### config.mk
export PLATFORM = sky130hd
export DESIGN_NAME = peak_trip_latch
export DESIGN_NICKNAME = d
export VERILOG_FILES = /design/src/rtl/ptl_pkg.sv /design/src/rtl/ptl_filter.sv /design/src/rtl/ptl_threshold.sv /design/src/rtl/ptl_path.sv /design/src/rtl/peak_trip_latch.sv
export SDC_FILE = /design/constraint.sdc
export NUM_CORES = 1
export LEC_CHECK = 0
export BUFFER_PORTS_ARGS = -buffer_cell sky130_fd_sc_hd__buf_4
export CAP_MARGIN = 20
export CORE_AREA = 2 2 112 223
export CTS_BUF_LIST = sky130_fd_sc_hd__clkbuf_8
export DETAILED_ROUTE_END_ITERATION = 8
export DIE_AREA = 0 0 114 225
export GPL_ROUTABILITY_DRIVEN = 1
export PLACE_DENSITY = 0.68
export SKIP_LAST_GASP = 1
export SLEW_MARGIN = 30
export SYNTH_ARGS = -nofsm -noshare
export SYNTH_HDL_FRONTEND = slang
export SYNTH_SLANG_ARGS = --single-unit
### constraint.sdc
create_clock -name clk -period 13 [get_ports clk]
set_input_delay 1.3 -clock clk [delete_from_list [all_inputs] [get_ports clk]]
set_output_delay 1.3 -clock clk [all_outputs]
set_load 0.02 [all_outputs]
### src/rtl/ptl_pkg.sv
package ptl_pkg;

    typedef enum logic [1:0] {
        ST_IDLE,
        ST_BLANK,
        ST_ARMED,
        ST_DONE
    } ptl_state_e;

endpackage

### src/rtl/ptl_filter.sv
module ptl_filter #(
    parameter int DW = 16,
    parameter int FILT_SHIFT = 2
) (
    input  logic                 clk,
    input  logic                 rst_n,
    input  logic signed [DW-1:0] x,
    output logic signed [DW-1:0] y
);
    localparam logic signed [DW:0] STEP_ONE = 1;

    logic signed [DW:0] diff;
    logic signed [DW:0] step;
    logic signed [DW:0] nxt;

    always_comb begin
        diff = {x[DW-1], x} - {y[DW-1], y};
        step = diff >>> FILT_SHIFT;
        if (step == 0 && diff > 0) begin
            step = STEP_ONE;
        end
        nxt = {y[DW-1], y} + step;
    end

    always_ff @(posedge clk or negedge rst_n) begin
        if (!rst_n) begin
            y <= '0;
        end else begin
            y <= nxt[DW-1:0];
        end
    end

    // the filtered value moves toward a larger input
    p_filt_rise_r2: assert property (@(posedge clk) disable iff (!rst_n)
        (x > y) |=> (y > $past(y)));
    // a settled filter stays put
    p_filt_hold_r2: assert property (@(posedge clk) disable iff (!rst_n)
        (x == y) |=> $stable(y));

endmodule

### src/rtl/ptl_threshold.sv
module ptl_threshold #(
    parameter int DW  = 16,
    parameter bit NEG = 1'b0
) (
    input  logic signed [DW-1:0] ref_in,
    input  logic        [DW-2:0] ramp,
    input  logic signed [DW-1:0] trim,
    input  logic signed [DW-1:0] cur,
    output logic signed [DW-1:0] thr,
    output logic                 hit
);
    localparam int WW = DW + 2;
    localparam logic signed [WW-1:0] LIM_HI = (WW'(1) <<< (DW - 1)) - WW'(1);
    localparam logic signed [WW-1:0] LIM_LO = -(WW'(1) <<< (DW - 1));

    logic signed [WW-1:0] ref_w;
    logic signed [WW-1:0] ramp_w;
    logic signed [WW-1:0] trim_w;
    logic signed [WW-1:0] sum;

    always_comb begin
        ref_w  = {{2{ref_in[DW-1]}}, ref_in};
        ramp_w = {3'b000, ramp};
        trim_w = {{2{trim[DW-1]}}, trim};
        if (NEG) begin
            sum = -ref_w + ramp_w + trim_w;
        end else begin
            sum = ref_w - ramp_w + trim_w;
        end
        if (sum > LIM_HI) begin
            thr = LIM_HI[DW-1:0];
        end else if (sum < LIM_LO) begin
            thr = LIM_LO[DW-1:0];
        end else begin
            thr = sum[DW-1:0];
        end
    end

    generate
        if (NEG) begin : g_neg
            assign hit = (cur <= thr);
        end else begin : g_pos
            assign hit = (cur >= thr);
        end
    endgenerate

endmodule

### src/rtl/ptl_path.sv
module ptl_path
    import ptl_pkg::*;
#(
    parameter int DW = 16,
    parameter int CW = 16
) (
    input  logic          clk,
    input  logic          rst_n,
    input  logic          start_own,
    input  logic          start_other,
    input  logic [CW-1:0] blank_len,
    input  logic [CW-1:0] max_len,
    input  logic [DW-2:0] slope,
    input  logic          hit,
    output logic          armed,
    output logic [DW-2:0] ramp,
    output logic          cmt,
    output logic          tmo
);
    localparam logic [CW-1:0] ONE = 1;

    ptl_state_e    st;
    ptl_state_e    st_nxt;
    logic [CW-1:0] el;
    logic          set_trip;
    logic          set_to;
    logic [DW-1:0] ramp_sum;

    always_comb begin
        st_nxt   = st;
        set_trip = 1'b0;
        set_to   = 1'b0;
        if (start_own) begin
            st_nxt = (blank_len == '0) ? ST_ARMED : ST_BLANK;
        end else if (start_other) begin
            st_nxt = ST_IDLE;
        end else begin
            unique case (st)
                ST_IDLE: st_nxt = ST_IDLE;
                ST_BLANK: begin
                    if (el == max_len - ONE) begin
                        st_nxt = ST_DONE;
                        set_to = 1'b1;
                    end else if (el == blank_len - ONE) begin
                        st_nxt = ST_ARMED;
                    end
                end
                ST_ARMED: begin
                    if (hit) begin
                        st_nxt   = ST_DONE;
                        set_trip = 1'b1;
                    end else if (el == max_len - ONE) begin
                        st_nxt = ST_DONE;
                        set_to = 1'b1;
                    end
                end
                ST_DONE: st_nxt = ST_DONE;
            endcase
        end
    end

    always_ff @(posedge clk or negedge rst_n) begin
        if (!rst_n) begin
            st <= ST_IDLE;
        end else begin
            st <= st_nxt;
        end
    end

    assign ramp_sum = {1'b0, ramp} + {1'b0, slope};
    assign armed    = (st == ST_ARMED);

    always_ff @(posedge clk or negedge rst_n) begin
        if (!rst_n) begin
            el   <= '0;
            ramp <= '0;
            cmt  <= 1'b0;
            tmo  <= 1'b0;
        end else if (start_own) begin
            el   <= '0;
            ramp <= '0;
            cmt  <= 1'b0;
            tmo  <= 1'b0;
        end else begin
            if (st == ST_BLANK || st == ST_ARMED) begin
                el   <= el + ONE;
                ramp <= ramp_sum[DW-1] ? '1 : ramp_sum[DW-2:0];
            end
            if (set_trip) begin
                cmt <= 1'b1;
            end
            if (set_to) begin
                cmt <= 1'b1;
                tmo <= 1'b1;
            end
        end
    end

    // the request holds until the path's own start strobe
    p_cmt_hold_r5: assert property (@(posedge clk) disable iff (!rst_n)
        (cmt && !start_own) |=> cmt);
    // the own start strobe clears both flags
    p_start_clear_r5: assert property (@(posedge clk) disable iff (!rst_n)
        start_own |=> (!cmt && !tmo));
    // the ramp restarts from zero
    p_ramp_zero_r4: assert property (@(posedge clk) disable iff (!rst_n)
        start_own |=> (ramp == '0));
    // the other path's strobe disarms this path
    p_disarm_r6: assert property (@(posedge clk) disable iff (!rst_n)
        (start_other && !start_own) |=> (st == ST_IDLE));
    // a trip is only taken from the armed state
    p_blank_r7: assert property (@(posedge clk) disable iff (!rst_n)
        ($rose(cmt) && !tmo) |-> ($past(st) == ST_ARMED));
    // a timeout always comes with a request
    p_tmo_cmt_r8: assert property (@(posedge clk) disable iff (!rst_n)
        tmo |-> cmt);

endmodule

### src/rtl/peak_trip_latch.sv
module peak_trip_latch #(
    parameter int DW = 16,
    parameter int CW = 16,
    parameter int FILT_SHIFT = 2
) (
    input  logic                 clk,
    input  logic                 rst_n,
    input  logic signed [DW-1:0] i_pri,
    input  logic signed [DW-1:0] pk_ref,
    input  logic        [DW-2:0] slope,
    input  logic signed [DW-1:0] trim,
    input  logic        [CW-1:0] blank_len,
    input  logic        [CW-1:0] max_len,
    input  logic                 start_a,
    input  logic                 start_b,
    output logic                 cmt_a,
    output logic                 cmt_b,
    output logic                 tmo_a,
    output logic                 tmo_b
);
    localparam int NPATH = 2;

    logic signed [DW-1:0] i_filt;
    logic [NPATH-1:0]     start_v;
    logic [NPATH-1:0]     armed_v;
    logic [NPATH-1:0]     hit_v;
    logic [NPATH-1:0]     cmt_v;
    logic [NPATH-1:0]     tmo_v;
    logic [DW-2:0]        ramp_v [NPATH];
    logic signed [DW-1:0] thr_v  [NPATH];

    assign start_v = {start_b, start_a};

    ptl_filter #(.DW(DW), .FILT_SHIFT(FILT_SHIFT)) u_filt (
        .clk   (clk),
        .rst_n (rst_n),
        .x     (i_pri),
        .y     (i_filt)
    );

    for (genvar g = 0; g < NPATH; g++) begin : g_path
        ptl_threshold #(.DW(DW), .NEG((g == 1) ? 1'b1 : 1'b0)) u_thr (
            .ref_in (pk_ref),
            .ramp   (ramp_v[g]),
            .trim   (trim),
            .cur    (i_filt),
            .thr    (thr_v[g]),
            .hit    (hit_v[g])
        );

        ptl_path #(.DW(DW), .CW(CW)) u_path (
            .clk         (clk),
            .rst_n       (rst_n),
            .start_own   (start_v[g]),
            .start_other (start_v[NPATH-1-g]),
            .blank_len   (blank_len),
            .max_len     (max_len),
            .slope       (slope),
            .hit         (hit_v[g]),
            .armed       (armed_v[g]),
            .ramp        (ramp_v[g]),
            .cmt         (cmt_v[g]),
            .tmo         (tmo_v[g])
        );
    end

    assign cmt_a = cmt_v[0];
    assign cmt_b = cmt_v[1];
    assign tmo_a = tmo_v[0];
    assign tmo_b = tmo_v[1];

    // never both paths armed
    p_single_arm_r6: assert property (@(posedge clk) disable iff (!rst_n)
        $countones(armed_v) <= 1);
    // non-negative inputs with no ramp cannot wrap path A negative
    p_nowrap_a_r9: assert property (@(posedge clk) disable iff (!rst_n)
        (pk_ref >= 0 && trim >= 0 && ramp_v[0] == '0) |-> (thr_v[0] >= 0));
    // path B with non-negative reference and non-positive trim stays non-positive
    p_nowrap_b_r9: assert property (@(posedge clk) disable iff (!rst_n)
        (pk_ref >= 0 && trim <= 0 && ramp_v[1] == '0) |-> (thr_v[1] <= 0));

endmodule

Word level (Yosys, flattened, before mapping)

Index checks and enable logic that the tools add are counted.
Widths: inputs -> output; s select.

Add/sub/neg operators: 13
$lt $le $gt $ge: 7
Equal/unequal tests: 14
Muxes and demuxes: 58
Reductions and logical operators: 15

Operators with widths:

| kind                  | number |
|---|---|
| $mux 16               | 9 |
| $mux 15               | 6 |
| $eq 16x16->1          | 4 |
| $add 18x16->18        | 2 |
| $gt 18x16->1 const B  | 2 |
| $lt 18x16->1 const B  | 2 |
| $sub 16x16->17        | 2 |
| $add 15x15->16        | 2 |
| $add 16x1->16 const B | 2 |
| $logic_not 32->1      | 1 |
| $sub 16x1->16 const B | 2 |
| $mux 1                | 26 |
| $mux 2                | 13 |
| $add 17x16->18        | 1 |
| $neg 16->18           | 1 |
| $gt 17x1->1 const B   | 1 |
| $add 16x16->16        | 1 |
| $ge 16x16->1          | 1 |
| $le 16x16->1          | 1 |
| $logic_not 16->1      | 1 |
| $pmux 2 s4            | 2 |
| $ne 5x3->1 const B    | 2 |
| $ne 5x4->1 const B    | 2 |
| $eq 2x2->1 const B    | 4 |
| 8 further kinds       | 17 |

Flip-flop bits (word level): 86
Input port bits: 99
Output and inout port bits: 4
Word-level logic and storage cells: 118

Longest topological paths before layout

Gate-level depths: netlist of run 1.

Depth in word-level cells: 14
Gate-level depth with buffers: 24
Depth with buffers taken out: 23

By module

Synthesis of run 1 repeated with hierarchy kept, for this count alone.

Cells, all modules: 1564
Area total of the unflattened synthesis: 12792.3 sq um

By module, submodules not included:

| module                           | instances | cells an instance | area an instance (sq um) | seq. area each (sq um) |
|---|---|---|---|---|
| ptl_path                         | 2         | 395               | 3364.5                   | 875.8 |
| ptl_threshold at g_path[1].u_thr | 1         | 276               | 2075.7                   | 0.0 |
| ptl_filter                       | 1         | 238               | 2015.7                   | 400.4 |
| ptl_threshold at g_path[0].u_thr | 1         | 260               | 1971.9                   | 0.0 |

Least setup slack after synthesis of run 1

No wires, ideal clock.

Path type: input-to-reg
Start: input pk_ref[1]
End: register g_path[0].u_path.st[0]
Library setup time: 125 ps
Data arrival time: 6624 ps
Required time: 12875 ps
Setup slack: 6251 ps
Stages on the path: 22
Buffers on the path: 1
Cell sequence: inv_1 > fa_1 > inv_1 > ha_1 > a211o_1 > a2111oi_0 > o21bai_1 > o21ai_0 > o21ai_0 > xnor2_1 > a221oi_1 > clkbuf_1 > a21oi_1 > ha_1 > a21o_1 > a21o_1 > a21oi_1 > nor3_1 > nor4_1 > mux2_2 > o211a_1 > mux2_2

Longest elaborated chain between the ends: 10
Elaborated cells between the ends (all ways): 13
Classes of those cells: add/sub: 2; order compare: 3; eq/ne: 1; mux: 6; reduce/logical: 1

RTL lines:

| item                   | RTL line             | text |
|---|---|---|
| start: declaration     | peak_trip_latch.sv:9 | `input logic signed [DW-1:0] pk_ref,` |
| $sub 16x16->17 (*)     | ptl_threshold.sv:28  | `sum = ref_w - ramp_w + trim_w;` |
| $add 17x16->18 (*)     | ptl_threshold.sv:28  |  |
| $lt 18x16->1           | ptl_threshold.sv:32  | `end else if (sum < LIM_LO) begin` |
| $mux 16                | ptl_threshold.sv:32  |  |
| $mux 16 (*)            | ptl_threshold.sv:30  | `if (sum > LIM_HI) begin` |
| $ge 16x16->1 (*)       | ptl_threshold.sv:43  | `assign hit = (cur >= thr);` |
| $mux 2                 | ptl_path.sv:49       | `if (hit) begin` |
| $pmux 2 s4             | ptl_path.sv:38       | `unique case (st)` |
| $mux 2                 | ptl_path.sv:35       | `end else if (start_other) begin` |
| $mux 2                 | ptl_path.sv:33       | `if (start_own) begin` |
| end signal: assignment | ptl_path.sv:66       | `st <= st_nxt;` |
| end: declaration       | ptl_path.sv:22       | `ptl_state_e st;` |

Mark *: on every way between the ends. The rest lies on a longest branch, timed or not.
A chain may end at the register's enable or synchronous reset.

Worst setup path in the final report of run 1

Ends and elaborated chain as after synthesis.

==> flow_summary.rst, run 1 <==
.. list-table::
   :header-rows: 1

   * - Metric
     - Value
   * - Synth async-reset ratio
     - 1.00
   * - Fin worst setup slack
     - 5690 ps
   * - Unique masters post-synth
     - 75
   * - Clock tree from TritonCTS
     - yes
   * - Switching Power
     - 1360 uW
   * - Number of buffers added for setup after CTS
     - 0
   * - Post-Synthesis Mean Instance Area
     - 7.95 um2
   * - Wire length of the first global-routing pass
     - 58400 um
   * - Reported leakage power
     - 0.00608 uW
   * - I/O pin total
     - 103
   * - Number of CTS-inserted buffers
     - 9
   * - Root Buffer
     - sky130_fd_sc_hd__clkbuf_8
   * - Number of enable-type register cells in the synthesized netlist
     - 0
   * - Share of the core filled with cells
     - 0.549
   * - GRT overflow
     - 0
   * - Overall die width
     - 114 um
   * - Critical path fanouts, max
     - 15
   * - Post-Syn Instances
     - 1491
   * - Hold Vio Cnt, Final
     - 0
   * - Max-Slew Margin vs Limit
     - 0.289
   * - Site Rows
     - 80
   * - Cell Pwr Density
     - 203 mW/mm2
   * - CTS clock-pin slew for the worst setup and hold paths
     - 100 ps
   * - Effective utilization at floorplan
     - 0.498
   * - Share of the synthesized area in the top cell type
     - 0.181
   * - Wirelength per Cell
     - 20.1 um
   * - Post-cts hold buffer count
     - 0
   * - Source-to-sink clock delay at the later pin of the worst-skew pair
     - 420 ps
   * - Max Freq
     - 137 MHz
   * - Most area-consuming cells after synthesis
     - sky130_fd_sc_hd__dfrtp_1 (18%), sky130_fd_sc_hd__ha_1 (15%), sky130_fd_sc_hd__xnor2_1 (7.1%)
   * - Share of power burned in combinational logic
     - 0.766
   * - Final RePlAce weighted congestion
     - 0.989
   * - Net count of the finished layout
     - 1839
   * - RSZ-0062 raised after global routing
     - false
   * - Max-slew violation count
     - 0
   * - # Max-Cap Violations
     - 0
   * - Port Buf Inserts
     - 102
   * - Seq pwr share
     - 0.155
   * - Placeable core area
     - 0.0238 mm2
   * - Area Overhead vs Synth
     - 10.3%
   * - Switching share of power
     - 0.513
   * - Post-DR vias/cell
     - 6.09
   * - Fraction of layout cells with a size suffix above 1
     - 0.0912
   * - Netlist area before placement
     - 0.0119 mm2
   * - Post-layout min period
     - 7310 ps
   * - Required time worst endpoint
     - 13310 ps
   * - Sort of element at the end of the critical path
     - flip-flop
   * - Arrival time reported for the critical path endpoint
     - 7620 ps
   * - Cell internal pwr
     - 1300 uW
   * - Pin count of the biggest net entering global routing
     - 54
   * - Antenna-violating nets left
     - 0
   * - Post-synth top cells
     - sky130_fd_sc_hd__inv_1 (175), sky130_fd_sc_hd__ha_1 (143), sky130_fd_sc_hd__nor2_1 (141)
   * - Largest clock skew in the final design
     - 11.0 ps
   * - Period utilisation layout
     - 0.563
   * - Number of iterations in the first detailed-routing pass
     - 6
   * - Synth Flop Type
     - sky130_fd_sc_hd__dfrtp_1
   * - Library cell with the highest instance count after synthesis
     - sky130_fd_sc_hd__inv_1
   * - Seq/Total Area, Yosys
     - 0.181
   * - VDD IR max
     - 0.0926 mV
   * - Overall power of the completed layout
     - 2660 uW
   * - CTS sink count
     - 86
   * - Flops & latches, synth
     - 86
   * - Slew at the pin with the worst max-slew slack
     - 1060 ps
   * - DR DRC count
     - 0
   * - H-tree depth
     - 3
   * - Post-synthesis cell type with the largest combined area
     - sky130_fd_sc_hd__dfrtp_1
   * - Setup TNS Final
     - 0 ps
   * - Outcome
     - complete, no violations
   * - Total Die Area
     - 0.0257 mm2
   * - Maximum clock insertion buffer count
     - 2
   * - Critical path type
     - input port to flip-flop
   * - Class of the tightest hold or removal check
     - flip-flop to flip-flop
   * - Vias after detailed routing
     - 11300
   * - Drt total wl
     - 37300 um
   * - Startpoint types
     - input port
   * - Drt initial violations
     - 483
   * - Placement-stage worst setup slack
     - 5320 ps
   * - Number of warnings reported in the yosys synthesis log
     - 0
   * - Resized Gates After CTS
     - 0
   * - Global-route total usage across every layer
     - 0.298
   * - Placed wire-length estimate
     - 31200 um
   * - Die H
     - 225 um
   * - Clock power share
     - 0.079
   * - Final-report setup violation count
     - 0
   * - Syn_nets
     - 1767
   * - Via count of the first global-routing pass
     - 11900
   * - Initial antenna violation count
     - 1
==> critical path, cell delays in order <==
cell and delay (ps):
sky130_fd_sc_hd__buf_4 90, sky130_fd_sc_hd__inv_1 50, sky130_fd_sc_hd__fa_1 520, sky130_fd_sc_hd__inv_1 70
sky130_fd_sc_hd__ha_1 310, sky130_fd_sc_hd__a211o_1 310, sky130_fd_sc_hd__a2111oi_0 490, sky130_fd_sc_hd__o21bai_1 270
sky130_fd_sc_hd__o21ai_0 460, sky130_fd_sc_hd__o21ai_0 320, sky130_fd_sc_hd__or2_2 350, sky130_fd_sc_hd__o221ai_1 180
sky130_fd_sc_hd__buf_4 250, sky130_fd_sc_hd__a21oi_1 110, sky130_fd_sc_hd__ha_1 300, sky130_fd_sc_hd__a21o_1 180
sky130_fd_sc_hd__a21o_1 180, sky130_fd_sc_hd__a21oi_1 130, sky130_fd_sc_hd__nor3_1 60, sky130_fd_sc_hd__nor4_1 720
sky130_fd_sc_hd__mux2_2 440, sky130_fd_sc_hd__o211a_1 260, sky130_fd_sc_hd__mux2_2 270
==> power groups by stage <==
stage	Combinational (uW)	Sequential, uW	Clock, uW
2_1_floorplan	1530	389	0
3_3_place_gp	1980	415	0
3_5_place_dp	2020	417	0
4_1_cts	2030	411	215
5_1_grt	2260	421	223
6_report	2040	411	210
==> registers in the layout (all words and copies together), names as in the netlist <==
name	count
g_path.u_path.cmt	2
g_path.u_path.el	32
u_filt.y	16
g_path.u_path.st	4
g_path.u_path.ramp	30
g_path.u_path.tmo	2
==> layout by cell type, fill, tap and decap left out, types with 7 or more instances in the layout <==
cell type                   count
sky130_fd_sc_hd__o21bai_1       7
sky130_fd_sc_hd__mux2i_1        9
sky130_fd_sc_hd__nand3_1       36
sky130_fd_sc_hd__a21oi_1      103
sky130_fd_sc_hd__xor2_1        69
sky130_fd_sc_hd__a31oi_1       15
sky130_fd_sc_hd__nand2b_1      13
sky130_fd_sc_hd__and3_1        14
sky130_fd_sc_hd__o2111ai_1      8
sky130_fd_sc_hd__nor3_1        43
sky130_fd_sc_hd__a21boi_0       7
sky130_fd_sc_hd__inv_1        176
sky130_fd_sc_hd__buf_4        113
sky130_fd_sc_hd__or4_1          8
sky130_fd_sc_hd__o211ai_1      10
sky130_fd_sc_hd__xnor2_1       96
sky130_fd_sc_hd__clkbuf_8       9
sky130_fd_sc_hd__dfrtp_1       86
sky130_fd_sc_hd__o21a_1        15
sky130_fd_sc_hd__o31ai_1        7
sky130_fd_sc_hd__nand2_1       71
sky130_fd_sc_hd__and2_1         8
sky130_fd_sc_hd__o21ai_0       63
sky130_fd_sc_hd__nor4_1        13
sky130_fd_sc_hd__nor2_1       141
sky130_fd_sc_hd__a21o_1        26
sky130_fd_sc_hd__fa_1          34
sky130_fd_sc_hd__ha_1         143
sky130_fd_sc_hd__nor2b_1       23
sky130_fd_sc_hd__nand4_1       31
sky130_fd_sc_hd__or3_1         25
sky130_fd_sc_hd__a211oi_1      50
==> through the flow <==
stage	hold slack [ps]	area, um2	instances
detailed placement	524	12900	1839
floorplan	504	11900	1491
finish	534	13100	1856
global placement	524	12900	1839
CTS	540	13100	1855
global route	582	13100	1856
==> layout make-up <==
class	count	area (um2)
inverter	175	657
timing repair buffer	113	848
fill	2353	10700
clock buffer	9	124
antenna	1	2.50
clock inverter	7	75.1
sequential	86	2150
multi-input combinational	1178	8860
tap	287	359
==> routing by layer <==
metal / GRT usage / share of wire / wire [um] / vias up
li1: - / - / - / 5437
met1: 0.241 / 0.31 / 11400 / 5384
met2: 0.598 / 0.57 / 21200 / 304
met3: 0.0342 / 0.030 / 1110 / 170
met4: 0.258 / 0.096 / 3570 / 0
met5: 0 / 0 / 0 / -
==> final timing paths <==
path,start,slack [ps],end,cells after the start
setup / recovery,pk_ref[1],5690,g_path[0].u_path.st[0],23
hold / removal,g_path[0].u_path.tmo,530,g_path[0].u_path.tmo,2
setup reg to reg,g_path[0].u_path.ramp[1],6310,g_path[0].u_path.st[0],21
hold reg to reg,g_path[0].u_path.tmo,530,g_path[0].u_path.tmo,2
max in group asynchronous,rst_n,11060,g_path[0].u_path.el[15],2
min in group asynchronous,rst_n,830,g_path[1].u_path.el[7],1
==> cells by family after synthesis <==
| family | after synthesis | share of synthesized area |
|---|---|---|
| AO/OA/AOI/OAI | 372 | 0.207 |
| AND/OR/NAND/NOR | 446 | 0.188 |
| buffers and inverters | 227 | 0.0722 |
| XOR/XNOR | 170 | 0.131 |
| multiplexers | 13 | 0.0114 |
| adder cells (fa/ha/maj) | 177 | 0.208 |
| flip-flops | 86 | 0.181 |
Power figures use the tool's default switching activity.
==> inputs of run 2 (changes only) <==
- clock period: 13 -> 7.2 ns (I/O delays scaled with it)
==> flow_summary.rst, run 2 (synthesized netlist as in run 1, its figures left out) <==
.. list-table::
   :header-rows: 1

   * - Metric
     - Value
   * - Hold Vio Cnt, Final
     - 0 (unchanged)
   * - Reported leakage power
     - 0.00612 uW (was 0.00608 uW)
   * - H-tree depth
     - 3 (unchanged)
   * - Cell family contributing the most delay on the critical path
     - compound AO/OA/AOI/OAI gates (unchanged)
   * - Vias after detailed routing
     - 11300 (about the same)
   * - Critical path fanouts, max
     - 15 (unchanged)
   * - Switching share of power
     - 0.505 (was 0.513)
   * - Initial antenna violation count
     - 0 (was 1)
   * - Most frequent cells in the layout
     - sky130_fd_sc_hd__inv_1 (175), sky130_fd_sc_hd__ha_1 (143), sky130_fd_sc_hd__nor2_1 (141) (was sky130_fd_sc_hd__inv_1 (176), sky130_fd_sc_hd__ha_1 (143), sky130_fd_sc_hd__nor2_1 (141))
   * - Number of iterations in the first detailed-routing pass
     - 5 (was 6)
   * - Post-cts hold buffer count
     - 0 (unchanged)
   * - Largest clock skew in the final design
     - 16.6 ps (was 11.0 ps)
   * - Post-layout min period
     - 6370 ps
   * - Logic depth of the worst register-to-register path
     - 22 (was 21)
   * - Cell internal pwr
     - 2430 uW (was 1300 uW)
   * - Cell Pwr Density
     - 373 mW/mm2 (was 203 mW/mm2)
   * - Slew at the pin with the worst max-slew slack
     - 1020 ps (was 1060 ps)
   * - Final RePlAce weighted congestion
     - 1.03 (was 0.989)
   * - Drt total wl
     - 37400 um (was 37300 um)
   * - Overall power of the completed layout
     - 4900 uW (was 2660 uW)
   * - Net count of the finished layout
     - 1845 (was 1839)
   * - Period utilisation layout
     - 0.884
   * - Resized Gates After CTS
     - 0 (unchanged)
   * - Clock tree from TritonCTS
     - yes (unchanged)
   * - Site Rows
     - 80 (unchanged)
   * - Max-Slew Margin vs Limit
     - 0.300 (was 0.289)
   * - Total Die Area
     - 0.0257 mm2 (unchanged)
   * - Share of power burned in combinational logic
     - 0.761 (was 0.766)
   * - Maximum clock insertion buffer count
     - 2 (unchanged)
   * - Number of buffers added for setup after CTS
     - 0 (unchanged)
   * - CTS clock-pin slew for the worst setup and hold paths
     - 100 ps (about the same)
   * - Fin worst setup slack
     - 834 ps (was 5690 ps)
   * - Wire length of the first global-routing pass
     - 58400 um (about the same)
   * - Standard cell with the maximum stage delay on the critical path
     - sky130_fd_sc_hd__nor4_1 (unchanged)
   * - Overall die width
     - 114 um (unchanged)
   * - Max Freq
     - 157 MHz
   * - Root Buffer
     - sky130_fd_sc_hd__clkbuf_8 (unchanged)
   * - Antenna-violating nets left
     - 0 (unchanged)
   * - Setup TNS Final
     - 0 ps (unchanged)
   * - Seq pwr share
     - 0.151 (was 0.155)
   * - Global-route total usage across every layer
     - 0.297 (was 0.298)
   * - Cell Chain, Critical Path
     - buf_4 > inv_1 > fa_1 > inv_1 > ha_1 > o21a_1 > a2111oi_0 > o21bai_1 > o21ai_0 > buf_4 > o21ai_0 > or2_2 > o221ai_1 > buf_4 > a21oi_1 > ha_1 > a21o_1 > a21o_1 > a21oi_1 > nor3_1 > nor4_1 > mux2_2 > o211a_1 > mux2_2 (was buf_4 > inv_1 > fa_1 > inv_1 > ha_1 > a211o_1 > a2111oi_0 > o21bai_1 > o21ai_0 > o21ai_0 > or2_2 > o221ai_1 > buf_4 > a21oi_1 > ha_1 > a21o_1 > a21o_1 > a21oi_1 > nor3_1 > nor4_1 > mux2_2 > o211a_1 > mux2_2)
   * - Outcome
     - complete, no violations (unchanged)
   * - Class of the tightest hold or removal check
     - input port to async pin (was flip-flop to flip-flop)
   * - Number of CTS-inserted buffers
     - 9 (unchanged)
   * - Placed wire-length estimate
     - 31500 um (was 31200 um)
   * - Switching Power
     - 2470 uW (was 1360 uW)
   * - Wirelength per Cell
     - 20.1 um (about the same)
   * - Most common cell after layout, fill and taps aside
     - sky130_fd_sc_hd__inv_1 (unchanged)
   * - GRT overflow
     - 0 (unchanged)
   * - DR DRC count
     - 0 (unchanged)
   * - Largest reg by FF count
     - g_path.u_path.el (unchanged)
   * - Placeable core area
     - 0.0238 mm2 (unchanged)
   * - Arrival time reported for the critical path endpoint
     - 6670 ps (was 7620 ps)
   * - Via count of the first global-routing pass
     - 11800 (was 11900)
   * - Required time worst endpoint
     - 7500 ps (was 13310 ps)
   * - Sort of element at the end of the critical path
     - flip-flop (unchanged)
   * - Max-slew violation count
     - 0 (unchanged)
   * - Drt initial violations
     - 458 (was 483)
   * - I/O pin total
     - 103 (unchanged)
   * - Crit path largest cell delay
     - 620 ps (was 720 ps)
   * - Pin count of the biggest net entering global routing
     - 54 (unchanged)
   * - Post-DR vias/cell
     - 6.05 (was 6.09)
   * - Critical path depth
     - 24 (was 23)
   * - Placement-stage worst setup slack
     - 493 ps (was 5320 ps)
   * - Critical path type
     - input port to flip-flop (unchanged)
   * - Antenna cells
     - 0 (was 1)
   * - Source-to-sink clock delay at the later pin of the worst-skew pair
     - 420 ps (about the same)
   * - Startpoint types
     - input port (unchanged)
   * - Cell repeated most along the worst path
     - sky130_fd_sc_hd__buf_4
   * - Sum of buffers and inverters on the critical path
     - 5 (was 4)
   * - VDD IR max
     - 0.139 mV (was 0.0926 mV)
   * - # Max-Cap Violations
     - 0 (unchanged)
   * - Port Buf Inserts
     - 102 (unchanged)
   * - Effective utilization at floorplan
     - 0.498 (unchanged)
   * - Fraction of layout cells with a size suffix above 1
     - 0.0947 (was 0.0912)
   * - CTS sink count
     - 86 (unchanged)
   * - Final-report setup violation count
     - 0 (unchanged)
   * - Clock power share
     - 0.088 (was 0.079)
   * - Die H
     - 225 um (unchanged)
   * - Area Overhead vs Synth
     - 10.8% (was 10.3%)
   * - RSZ-0062 raised after global routing
     - false (unchanged)
   * - Number of flip-flops in the largest register
     - 32 (unchanged)
   * - Registers with the highest flip-flop counts
     - g_path.u_path.el (32), g_path.u_path.ramp (30), u_filt.y (16) (unchanged)
==> run 2: cell count changes in the layout (fill, tap and decap cells not counted) <==
cell                         delta
sky130_fd_sc_hd__diode_2        -1
sky130_fd_sc_hd__clkbuf_8       +1
sky130_fd_sc_hd__o41ai_2        -1
sky130_fd_sc_hd__bufinv_16      +1
sky130_fd_sc_hd__o41ai_1        +1
sky130_fd_sc_hd__a2111oi_1      -1
sky130_fd_sc_hd__buf_4          +6
sky130_fd_sc_hd__a2111oi_0      +1
sky130_fd_sc_hd__inv_1          -1
sky130_fd_sc_hd__clkinvlp_4     -1
==> run 2: final timing paths <==
kind	endpoint	startpoint	slack, ps
min in group clk	g_path[1].u_path.tmo	g_path[1].u_path.tmo	530
max in group asynchronous	g_path[1].u_path.tmo	rst_n	5810
setup reg to reg	g_path[0].u_path.st[0]	g_path[0].u_path.ramp[1]	870
hold / removal	g_path[1].u_path.el[0]	rst_n	250
setup / recovery	g_path[0].u_path.st[0]	pk_ref[2]	830
hold reg to reg	g_path[1].u_path.tmo	g_path[1].u_path.tmo	530
==> run 2: power groups by stage <==
stage                     combinational, uW  sequential (uW)  clock (uW)
after floorplan                        2760              702           0
after global routing                   4120              760         453
after CTS                              3720              743         436
after global placement                 3610              749           0
final                                  3730              742         429
after detailed placement               3700              753           0
==> run 2: stage by stage <==
stage | cells | util | hold WS [ps] | instance area, um2
6_report | 1861 | 0.552 | 251 | 13100
4_1_cts | 1861 | 0.552 | 257 | 13100
3_5_place_dp | 1845 | 0.542 | 529 | 12900
5_1_grt | 1861 | 0.552 | 277 | 13100
3_3_place_gp | 1845 | 0.542 | 523 | 12900
2_1_floorplan | 1491 | - | 424 | 11900
==> run 2: cell type report <==
| class | instances | area (um2) |
|---|---|---|
| Sequential cell | 86 | 2150 |
| Fill cell | 2316 | 10700 |
| Clock buffer | 10 | 138 |
| Inverter | 175 | 657 |
| Timing Repair Buffer | 119 | 893 |
| Multi-Input combinational cell | 1178 | 8850 |
| Clock inverter | 6 | 93.8 |
| Tap cell | 287 | 359 |
==> run 2: per-layer routing <==
metal | track usage | routed length, um
met5 | 0 | 0
met1 | 0.240 | 11300
met2 | 0.589 | 21100
met3 | 0.0398 | 1230
met4 | 0.267 | 3790
